## src/rtl/bd_pkg.sv

```systemverilog
package bd_pkg;
  localparam int WORD_W = 16;

  localparam logic [WORD_W-1:0] SYNC_A_WORD = 16'hF872;
  localparam logic [WORD_W-1:0] SYNC_B_WORD = 16'h4E1F;
  localparam logic [WORD_W-1:0] DTS16_FIRST = 16'h7FFE;
  localparam logic [WORD_W-1:0] DTS16_SECOND = 16'h8001;
  localparam logic [13:0] DTS14_FIRST = 14'h1FFF;
  localparam logic [13:0] DTS14_SECOND = 14'h2800;

  localparam int NUM_DETECTORS = 2;

  typedef enum logic [1:0] {
    ST_IDLE,
    ST_SAW_A,
    ST_SAW_B,
    ST_SAW_INFO
  } matchState_t;

  typedef struct packed {
    logic syncHit;
    logic holdInfo;
    logic commitBurst;
    logic flush;
  } ctrlStrobe_t;
endpackage

```

## src/rtl/bd_watchdog.sv

```systemverilog
module bd_watchdog #(
  parameter int TIMEOUT_FRAMES = 4096
) (
  input  logic clk,
  input  logic rstN,
  input  logic flush,
  input  logic tick,
  input  logic restart,
  output logic flag
);
  localparam int CNT_W = (TIMEOUT_FRAMES > 2) ? $clog2(TIMEOUT_FRAMES) : 1;
  localparam logic [CNT_W-1:0] LAST_CNT = CNT_W'(TIMEOUT_FRAMES - 1);

  logic [CNT_W-1:0] idleCnt;

  always_ff @(posedge clk or negedge rstN) begin
    if (!rstN) begin
      flag    <= 1'b0;
      idleCnt <= '0;
    end else if (flush) begin
      flag    <= 1'b0;
      idleCnt <= '0;
    end else if (tick && restart) begin
      flag    <= 1'b1;
      idleCnt <= '0;
    end else if (tick && flag) begin
      if (idleCnt == LAST_CNT) begin
        flag    <= 1'b0;
        idleCnt <= '0;
      end else begin
        idleCnt <= idleCnt + 1'b1;
      end
    end
  end
endmodule

```

## src/rtl/bd_ctrl.sv

```systemverilog
module bd_ctrl
  import bd_pkg::*;
(
  input  logic        clk,
  input  logic        rstN,
  input  logic        wordValid,
  input  logic        locked,
  input  logic        isSyncA,
  input  logic        isSyncB,
  output ctrlStrobe_t strb
);
  matchState_t state, stateNext;
  logic take;

  assign take = wordValid && locked;

  always_comb begin
    stateNext = state;
    strb      = '0;
    strb.flush = !locked;
    if (!locked) begin
      stateNext = ST_IDLE;
    end else if (take) begin
      unique case (state)
        ST_IDLE: stateNext = isSyncA ? ST_SAW_A : ST_IDLE;
        ST_SAW_A: begin
          if (isSyncB) begin
            stateNext    = ST_SAW_B;
            strb.syncHit = 1'b1;
          end else if (isSyncA) begin
            stateNext = ST_SAW_A;
          end else begin
            stateNext = ST_IDLE;
          end
        end
        ST_SAW_B: begin
          stateNext     = ST_SAW_INFO;
          strb.holdInfo = 1'b1;
        end
        ST_SAW_INFO: begin
          stateNext        = ST_IDLE;
          strb.commitBurst = 1'b1;
        end
        default: stateNext = ST_IDLE;
      endcase
    end
  end

  always_ff @(posedge clk or negedge rstN) begin
    if (!rstN) state <= ST_IDLE;
    else       state <= stateNext;
  end
endmodule

```

## src/rtl/bd_datapath.sv

```systemverilog
module bd_datapath
  import bd_pkg::*;
(
  input  logic                     clk,
  input  logic                     rstN,
  input  logic                     wordValid,
  input  logic [WORD_W-1:0]        dataWord,
  input  logic                     dtsEn14,
  input  logic                     dtsEn16,
  input  ctrlStrobe_t              strb,
  output logic                     isSyncA,
  output logic                     isSyncB,
  output logic [NUM_DETECTORS-1:0] syncEvents,
  output logic [WORD_W-1:0]        burstInfo,
  output logic [WORD_W-1:0]        burstLen,
  output logic                     newBurst
);
  logic [WORD_W-1:0] prevWord;
  logic              prevValid;
  logic [WORD_W-1:0] infoHold;
  logic              hit16;
  logic              hit14;
  logic              dtsHit;

  assign isSyncA = (dataWord == SYNC_A_WORD);
  assign isSyncB = (dataWord == SYNC_B_WORD);

  assign hit16 = dtsEn16 && (prevWord == DTS16_FIRST) && (dataWord == DTS16_SECOND);
  assign hit14 = dtsEn14 && (prevWord[13:0] == DTS14_FIRST) && (dataWord[13:0] == DTS14_SECOND);
  assign dtsHit = wordValid && !strb.flush && prevValid && (hit16 || hit14);

  assign syncEvents = {dtsHit, strb.syncHit};

  always_ff @(posedge clk or negedge rstN) begin
    if (!rstN) begin
      prevWord  <= '0;
      prevValid <= 1'b0;
    end else if (strb.flush) begin
      prevWord  <= '0;
      prevValid <= 1'b0;
    end else if (wordValid) begin
      prevWord  <= dataWord;
      prevValid <= 1'b1;
    end
  end

  always_ff @(posedge clk or negedge rstN) begin
    if (!rstN) begin
      infoHold  <= '0;
      burstInfo <= '0;
      burstLen  <= '0;
      newBurst  <= 1'b0;
    end else if (strb.flush) begin
      infoHold  <= '0;
      burstInfo <= '0;
      burstLen  <= '0;
      newBurst  <= 1'b0;
    end else begin
      newBurst <= strb.commitBurst;
      if (strb.holdInfo) infoHold <= dataWord;
      if (strb.commitBurst) begin
        burstInfo <= infoHold;
        burstLen  <= dataWord;
      end
    end
  end
endmodule

```

## src/rtl/nonpcm_burst_detect.sv

```systemverilog
module nonpcm_burst_detect
  import bd_pkg::*;
#(
  parameter int TIMEOUT_FRAMES = 4096
) (
  input  logic              clk,
  input  logic              rstN,
  input  logic              wordValid,
  input  logic [15:0]       dataWord,
  input  logic              locked,
  input  logic              dtsEn14,
  input  logic              dtsEn16,
  output logic              nonPcm,
  output logic              dtsCd,
  output logic              autoDet,
  output logic [15:0]       burstInfo,
  output logic [15:0]       burstLen,
  output logic              newBurst
);
  ctrlStrobe_t              strb;
  logic                     isSyncA;
  logic                     isSyncB;
  logic [NUM_DETECTORS-1:0] syncEvents;
  logic [NUM_DETECTORS-1:0] flags;

  bd_ctrl ctrl_i (
    .clk       (clk),
    .rstN      (rstN),
    .wordValid (wordValid),
    .locked    (locked),
    .isSyncA   (isSyncA),
    .isSyncB   (isSyncB),
    .strb      (strb)
  );

  bd_datapath dp_i (
    .clk        (clk),
    .rstN       (rstN),
    .wordValid  (wordValid),
    .dataWord   (dataWord),
    .dtsEn14    (dtsEn14),
    .dtsEn16    (dtsEn16),
    .strb       (strb),
    .isSyncA    (isSyncA),
    .isSyncB    (isSyncB),
    .syncEvents (syncEvents),
    .burstInfo  (burstInfo),
    .burstLen   (burstLen),
    .newBurst   (newBurst)
  );

  for (genvar g = 0; g < NUM_DETECTORS; g++) begin : gen_wd
    bd_watchdog #(.TIMEOUT_FRAMES(TIMEOUT_FRAMES)) wd_i (
      .clk     (clk),
      .rstN    (rstN),
      .flush   (strb.flush),
      .tick    (wordValid),
      .restart (syncEvents[g]),
      .flag    (flags[g])
    );
  end

  assign nonPcm  = flags[0];
  assign dtsCd   = flags[1];
  assign autoDet = |flags;
endmodule

```

## config.mk

```make
export PLATFORM = sky130hd
export DESIGN_NAME = nonpcm_burst_detect
export DESIGN_NICKNAME = d
export VERILOG_FILES = /design/src/rtl/bd_pkg.sv /design/src/rtl/bd_watchdog.sv /design/src/rtl/bd_ctrl.sv /design/src/rtl/bd_datapath.sv /design/src/rtl/nonpcm_burst_detect.sv
export SDC_FILE = /design/constraint.sdc
export NUM_CORES = 1
export LEC_CHECK = 0
export BUFFER_PORTS_ARGS = -buffer_cell sky130_fd_sc_hd__buf_4
export CORE_UTILIZATION = 41
export DETAILED_ROUTE_END_ITERATION = 12
export HOLD_SLACK_MARGIN = 0.08
export PLACE_DENSITY = 0.7
export SLEW_MARGIN = 25
export SYNTH_ARGS = -nofsm -noshare
export SYNTH_HDL_FRONTEND = slang
export SYNTH_SLANG_ARGS = --single-unit
```

## constraint.sdc

```tcl
create_clock -name clk -period 2.4 [get_ports clk]
set_clock_uncertainty 0.2 [all_clocks]
set_input_delay 0.48 -clock clk [delete_from_list [all_inputs] [get_ports clk]]
set_output_delay 0.48 -clock clk [all_outputs]
set_load 0.05 [all_outputs]
```

[After elaboration in Yosys (flattened, before gate mapping)]
Index checks and enable logic that the tools add are counted.
Storage, ports and cells
  flip-flop bits (word level): 94
  output and inout port bits: 36
  word-level logic and storage cells: 86
  input bits: 22
Cells by class
  multiplexer cells: 38
  $add $sub $neg: 2
  equality and inequality tests: 19
  reductions and logical operators: 16
Operators with widths (number)
  $mux W16: 8
  $mux W12: 8
  $eq A16 B15 Y1 const B: 2
  $eq A16 B16 Y1 const B: 2
  $add A12 B1 Y12 const B: 2
  $eq A12 B12 Y1 const B: 2
  $mux W1: 16
  $eq A14 B13 Y1 const B: 1
  $eq A14 B14 Y1 const B: 1
  $ne A3 B1 Y1 const B: 4
  $logic_and A1 B1 Y1: 11
  $pmux W2 S4: 1
  $mux W2: 3
  $mux W3: 2
  $ne A2 B1 Y1 const B: 3
  $eq A2 B2 Y1 const B: 2
  $reduce_and A2 Y1: 2
  $eq A2 B1 Y1 const B: 1
  $logic_not A2 Y1: 1
  $ne A2 B2 Y1 const B: 1
  $reduce_or A2 Y1: 1
  $logic_or A1 B1 Y1: 1

[Depth between registers and ports, before layout]
  depth in word-level cells: 8
  mapped depth: 7
  gate-level depth less buffers: 6

[By module]
From an unflattened synthesis, not the netlist that was laid out.
Unflattened totals
  cell total of the unflattened synthesis: 410
  area total of the unflattened synthesis: 4491.8 um^2
Modules (own cells, without submodules)
  bd_datapath: sequential area each 1651.6 um^2, cells an instance 238, area each 2790.2 um^2, times used 1
  bd_watchdog: sequential area each 325.3 um^2, cells an instance 77, area each 775.7 um^2, times used 2
  bd_ctrl: sequential area each 50.0 um^2, cells an instance 17, area each 143.9 um^2, times used 1
  nonpcm_burst_detect: sequential area each 0.0 um^2, cells an instance 1, area each 6.3 um^2, times used 1

[Worst setup path before layout]
Ideal clock, no wire load.
  kind: input to register
  start point: input wordValid
  end point: register gen_wd[1].wd_i.idleCnt[9]
  arrival: 2.215 ns
  setup time: 0.140 ns
  path slack: -0.155 ns
  stages on the path: 7
  data required time: 2.060 ns
  cells stage by stage: buf_2 > nand4b_1 > or4_1 > a2111o_1 > a211oi_4 > a31o_2 > a21oi_1
On the way
  cells in the longest elaborated chain, start to end: 6
  elaborated cells between the ends (all ways): 8
  classes of those cells: eq/ne (1); mux (2); reduce/logical (5)
Ends and longest elaborated chain
  from (decl): RTL line nonpcm_burst_detect.sv:8  | input logic wordValid,
  $logic_and A1 B1 Y1 (3 in series): RTL line bd_datapath.sv:30  | assign dtsHit = wordValid && !strb.flush && prevValid && (hit16 || hit14);
  $logic_and A1 B1 Y1: RTL line bd_watchdog.sv:23  | end else if (tick && restart) begin
  $mux W12: RTL line bd_watchdog.sv:23
  $mux W12: RTL line bd_watchdog.sv:20  | end else if (flush) begin
  to (signal assigned): RTL line bd_watchdog.sv:31  | idleCnt <= idleCnt + 1'b1;
  to (decl): RTL line bd_watchdog.sv:14  | logic [CNT_W-1:0] idleCnt;
Parallel ways exist; a longest one is shown, timed or not.
A chain may end at the register's enable or synchronous reset.

[Worst setup path after layout]
  start point: register dp_i.prevWord[7]
  end point: register gen_wd[1].wd_i.idleCnt[9]
On the way
  cells in the longest elaborated chain, start to end: 8
  elaborated cells between the ends (all ways): 12
  classes of those cells: eq/ne (3); mux (2); reduce/logical (7)
Ends and longest elaborated chain
  from (decl): RTL line bd_datapath.sv:18  | logic [WORD_W-1:0] prevWord;
  from (signal assigned): RTL line bd_datapath.sv:42  | prevWord <= dataWord;
  $eq A16 B15 Y1 or $eq A14 B13 Y1 (tied branches): RTL line bd_datapath.sv:28, bd_datapath.sv:29
  $logic_and A1 B1 Y1 (on tied branches) (2 in series): RTL line bd_datapath.sv:28, bd_datapath.sv:29
  $logic_or A1 B1 Y1 *: RTL line bd_datapath.sv:30
  $logic_and A1 B1 Y1 *: RTL line bd_datapath.sv:30
  $logic_and A1 B1 Y1 *: RTL line bd_watchdog.sv:23
  $mux W12: RTL line bd_watchdog.sv:23
  $mux W12: RTL line bd_watchdog.sv:20
Mark *: on every way between the ends. The rest lies on a longest branch, timed or not.

==> reports/qor.txt <==
CP cell instances = nand4_1, or4_4, a2111o_1, a211oi_4, nand4_1, a21oi_2
Maximum number of buffers from clock root to sink = 2
Layout overhead on the synthesized area = 25.1%
Top library cells by usage in the layout, fill and taps aside = 94 x sky130_fd_sc_hd__dfrtp_1, 93 x sky130_fd_sc_hd__buf_4, 85 x sky130_fd_sc_hd__nand2_1
Number of slew-limit violations in the final report = 0
Worst Max-Slew Pin Slew = 0.679 ns
Highest-utilization routing layer at the global route stage = met2
Max stage delay on crit path = 0.53 ns
Number of global-route vias before repair = 3206
CP Data Required Time = 2.51 ns
Count of yosys warnings during synthesis = 0
Number of synthesized flops with an enable pin = 0
Core Footprint = 0.00977 sq mm
Wire length after detailed routing = 9.56 mm
Distinct cell type count of the synthesized netlist = 44
Final core utilization = 53.0%
Register clock-pin slew on the reported worst setup and hold paths = 0.10 ns
Start point of the worst min-delay path = dataWord[12]
Number of endpoints failing setup at the final stage = 0
Hold crit path type = in2reg
Fraction of met2 tracks used by global routing = 30.1%
Net count after synthesis = 435
Normalized max-slew margin = 54.8%
Startpoint type of the worst setup path = flop
Ratio of final minimum period to clock period = 97.0%
Std-Cell Rows = 36
Sort of element at the end of the critical path = flop
Post-synthesis cell area = 0.00414 sq mm
Setup repair after global routing missed its margin = yes
Global placement routability congestion = 0.882
Clock tree from TritonCTS = built
Largest voltage drop on the vdd net = 338 uV
Violation count after the first detailed-route iteration = 194
WL per Instance = 15.0 microns
Average via count per standard cell = 5.12
TNS Setup = 0 ns
Number of nets still failing antenna checks after routing = 0
Total buffers and inverters traversed by the critical path = 0
Critical path origin = dp_i.prevWord[7]
Starting Density = 42.3%
Cell type with the highest occurrence count on the critical path = sky130_fd_sc_hd__nand4_1
Number of clock sinks seen by CTS = 94
I/O pins = 58
Vertical die dimension = 102 microns
Die span in x = 102 microns
Largest net degree at the start of global routing = 60
Static leakage = 0.00238 uW
Synthesized flop and latch total = 94
Most common flop cell mapped by yosys = sky130_fd_sc_hd__dfrtp_1
Num CTS Buffers = 9
First-pass GRT wire length = 15.7 mm
Leading cell type in the layout, fill and taps excluded = sky130_fd_sc_hd__dfrtp_1
Post-placement setup slack = -0.274 ns
Cell type of the slowest stage on the worst timing path = sky130_fd_sc_hd__or4_4
Maximum operating frequency = 429 MHz
Cells after Synth = 411
GR Util met1 = 27.8%
Final layout net count = 522
Async set-reset flop share out of synthesis = 100%
DRC violations left = 0
Aggregate global-route resource usage = 19.8%
Count of final hold-check violations = 0
Global routing met3 resource utilization = 3.63%
HPWL after detailed placement = 6.50 mm
CP Max Fanout = 5
Crit path arrival time = 2.44 ns
Family with the most delay on the worst path = compound AO/OA/AOI/OAI gates
Final antenna diode count = 0
Remaining global-route overflow = 0
Slack of the critical path = 0.0717 ns
Full die area = 0.0105 sq mm
Clock latency of the later-clocked register in the worst-skew pair = 0.38 ns
Crit path kind = reg2reg
IO buf count = 57
Total number of vias = 3254
Smallest hold slack = 0.173 ns
TritonRoute pass-1 iters = 5
Max-cap violation count = 0
Crit path time final = 2.33 ns
Status = complete, no violations
Clock root buffer master = sky130_fd_sc_hd__clkbuf_8
Number of antenna violations at the first check in global routing = 0
Reg2Reg Launch Point = dp_i.prevWord[7]
Layout cell share with drive strength beyond 1 = 23.5%
Fraction of the yosys area taken by sequential cells = 56.8%
PD cells = 547 mW/mm^2
Mapped Avg Cell Area = 10.1 sq um
Depth of the CTS H-tree = 3
cells by family after synthesis:
group,after synthesis,synth area share [%]
and+or+nand+nor,181,20.6
DFF,94,56.8
AOI/OAI and AO/OA,76,12.2
buffers and inverters,25,2.30
muxes,17,4.11
xor gates and xnor gates,16,3.39
adders and majority gates,2,0.604
repair_timing:
action                     4_1_cts  5_1_grt
gates resized for setup          0        4
setup buffers                    0        2
hold buffers                     1        0
hold endpoints to repair        94        0
setup endpoints to repair        0        6
final timing paths:
path | endpoint | slack (ns) | depth (start not counted)
setup / recovery | gen_wd[1].wd_i.idleCnt[9] | 0.07 | 6
hold / removal | dp_i.burstLen[12] | 0.17 | 3
setup reg to reg | gen_wd[1].wd_i.idleCnt[9] | 0.07 | 6
hold reg to reg | dp_i.prevValid | 0.29 | 1
max in group asynchronous | dp_i.infoHold[13] | 0.96 | 3
min in group asynchronous | gen_wd[1].wd_i.idleCnt[8] | 0.52 | 3
flip-flops by register name (all words and copies together) (netlist names):
| signal | cells |
|---|---|
| gen_wd.wd_i.flag | 2 |
| dp_i.prevWord | 16 |
| ctrl_i.state | 2 |
| dp_i.burstLen | 16 |
| dp_i.infoHold | 16 |
| dp_i.newBurst | 1 |
| dp_i.prevValid | 1 |
| dp_i.burstInfo | 16 |
| gen_wd.wd_i.idleCnt | 24 |
layout make-up:
type / count / area, sq um
Clock buffer: 10 / 138
Clock inverter: 6 / 51.3
Fill cell: 860 / 4600
Inverter: 6 / 22.5
Multi-Input combinational cell: 292 / 1720
Sequential cell: 94 / 2350
Tap cell: 133 / 166
Timing Repair Buffer: 95 / 728
where the power goes:
group / internal [uW] / switching, uW
sequential: 1600 / 9.53
combinational: 81.2 / 117
clock: 424 / 602
total: 2100 / 729
per-layer routing:
metal / part of all wire [%] / routed length (microns)
met2: 46 / 4380
met5: 0 / 0
met4: 2.4 / 227
met1: 48 / 4630
met3: 3.3 / 317
per-stage QoR:
stage | cell area [sq um] | instances | total power (uW)
3_5_place_dp | 4940 | 617 | 1830
5_1_grt | 5180 | 636 | 2930
3_3_place_gp | 4940 | 617 | 1830
2_1_floorplan | 4150 | 411 | 1700
6_report | 5180 | 636 | 2830
4_1_cts | 5140 | 634 | 2850
synthesized netlist by cell type, types with 2 or more instances:
library cell	count	area share (%)
sky130_fd_sc_hd__xnor2_1	8	1.7
sky130_fd_sc_hd__or3_1	2	0.30
sky130_fd_sc_hd__inv_1	6	0.54
sky130_fd_sc_hd__a22oi_1	2	0.36
sky130_fd_sc_hd__o21ai_0	35	4.2
sky130_fd_sc_hd__a21boi_0	2	0.36
sky130_fd_sc_hd__a21oi_1	9	1.1
sky130_fd_sc_hd__ha_1	2	0.60
sky130_fd_sc_hd__nand4_1	11	1.7
sky130_fd_sc_hd__mux2i_1	17	4.1
sky130_fd_sc_hd__nor2b_1	19	2.9
sky130_fd_sc_hd__nor2_1	29	2.6
sky130_fd_sc_hd__nor4bb_1	3	0.73
sky130_fd_sc_hd__and2_1	2	0.30
sky130_fd_sc_hd__nor4b_1	2	0.42
sky130_fd_sc_hd__clkbuf_1	16	1.5
sky130_fd_sc_hd__buf_1	2	0.18
sky130_fd_sc_hd__nand3_1	9	1.1
sky130_fd_sc_hd__nand4b_1	3	0.63
sky130_fd_sc_hd__a22o_1	16	3.4
sky130_fd_sc_hd__nand2_1	85	7.7
sky130_fd_sc_hd__xor2_1	8	1.7
sky130_fd_sc_hd__dfrtp_1	94	57
sky130_fd_sc_hd__nor3_1	9	1.1
worst register-to-register path, cell delays in order, from the launching register on:
cell and delay [ns]:
sky130_fd_sc_hd__dfrtp_1 0.37, sky130_fd_sc_hd__nand4_1 0.12, sky130_fd_sc_hd__or4_4 0.53, sky130_fd_sc_hd__a2111o_1 0.39, sky130_fd_sc_hd__a211oi_4 0.35, sky130_fd_sc_hd__nand4_1 0.18, sky130_fd_sc_hd__a21oi_2 0.13
Note: power is estimated with default switching activity, not from simulation.
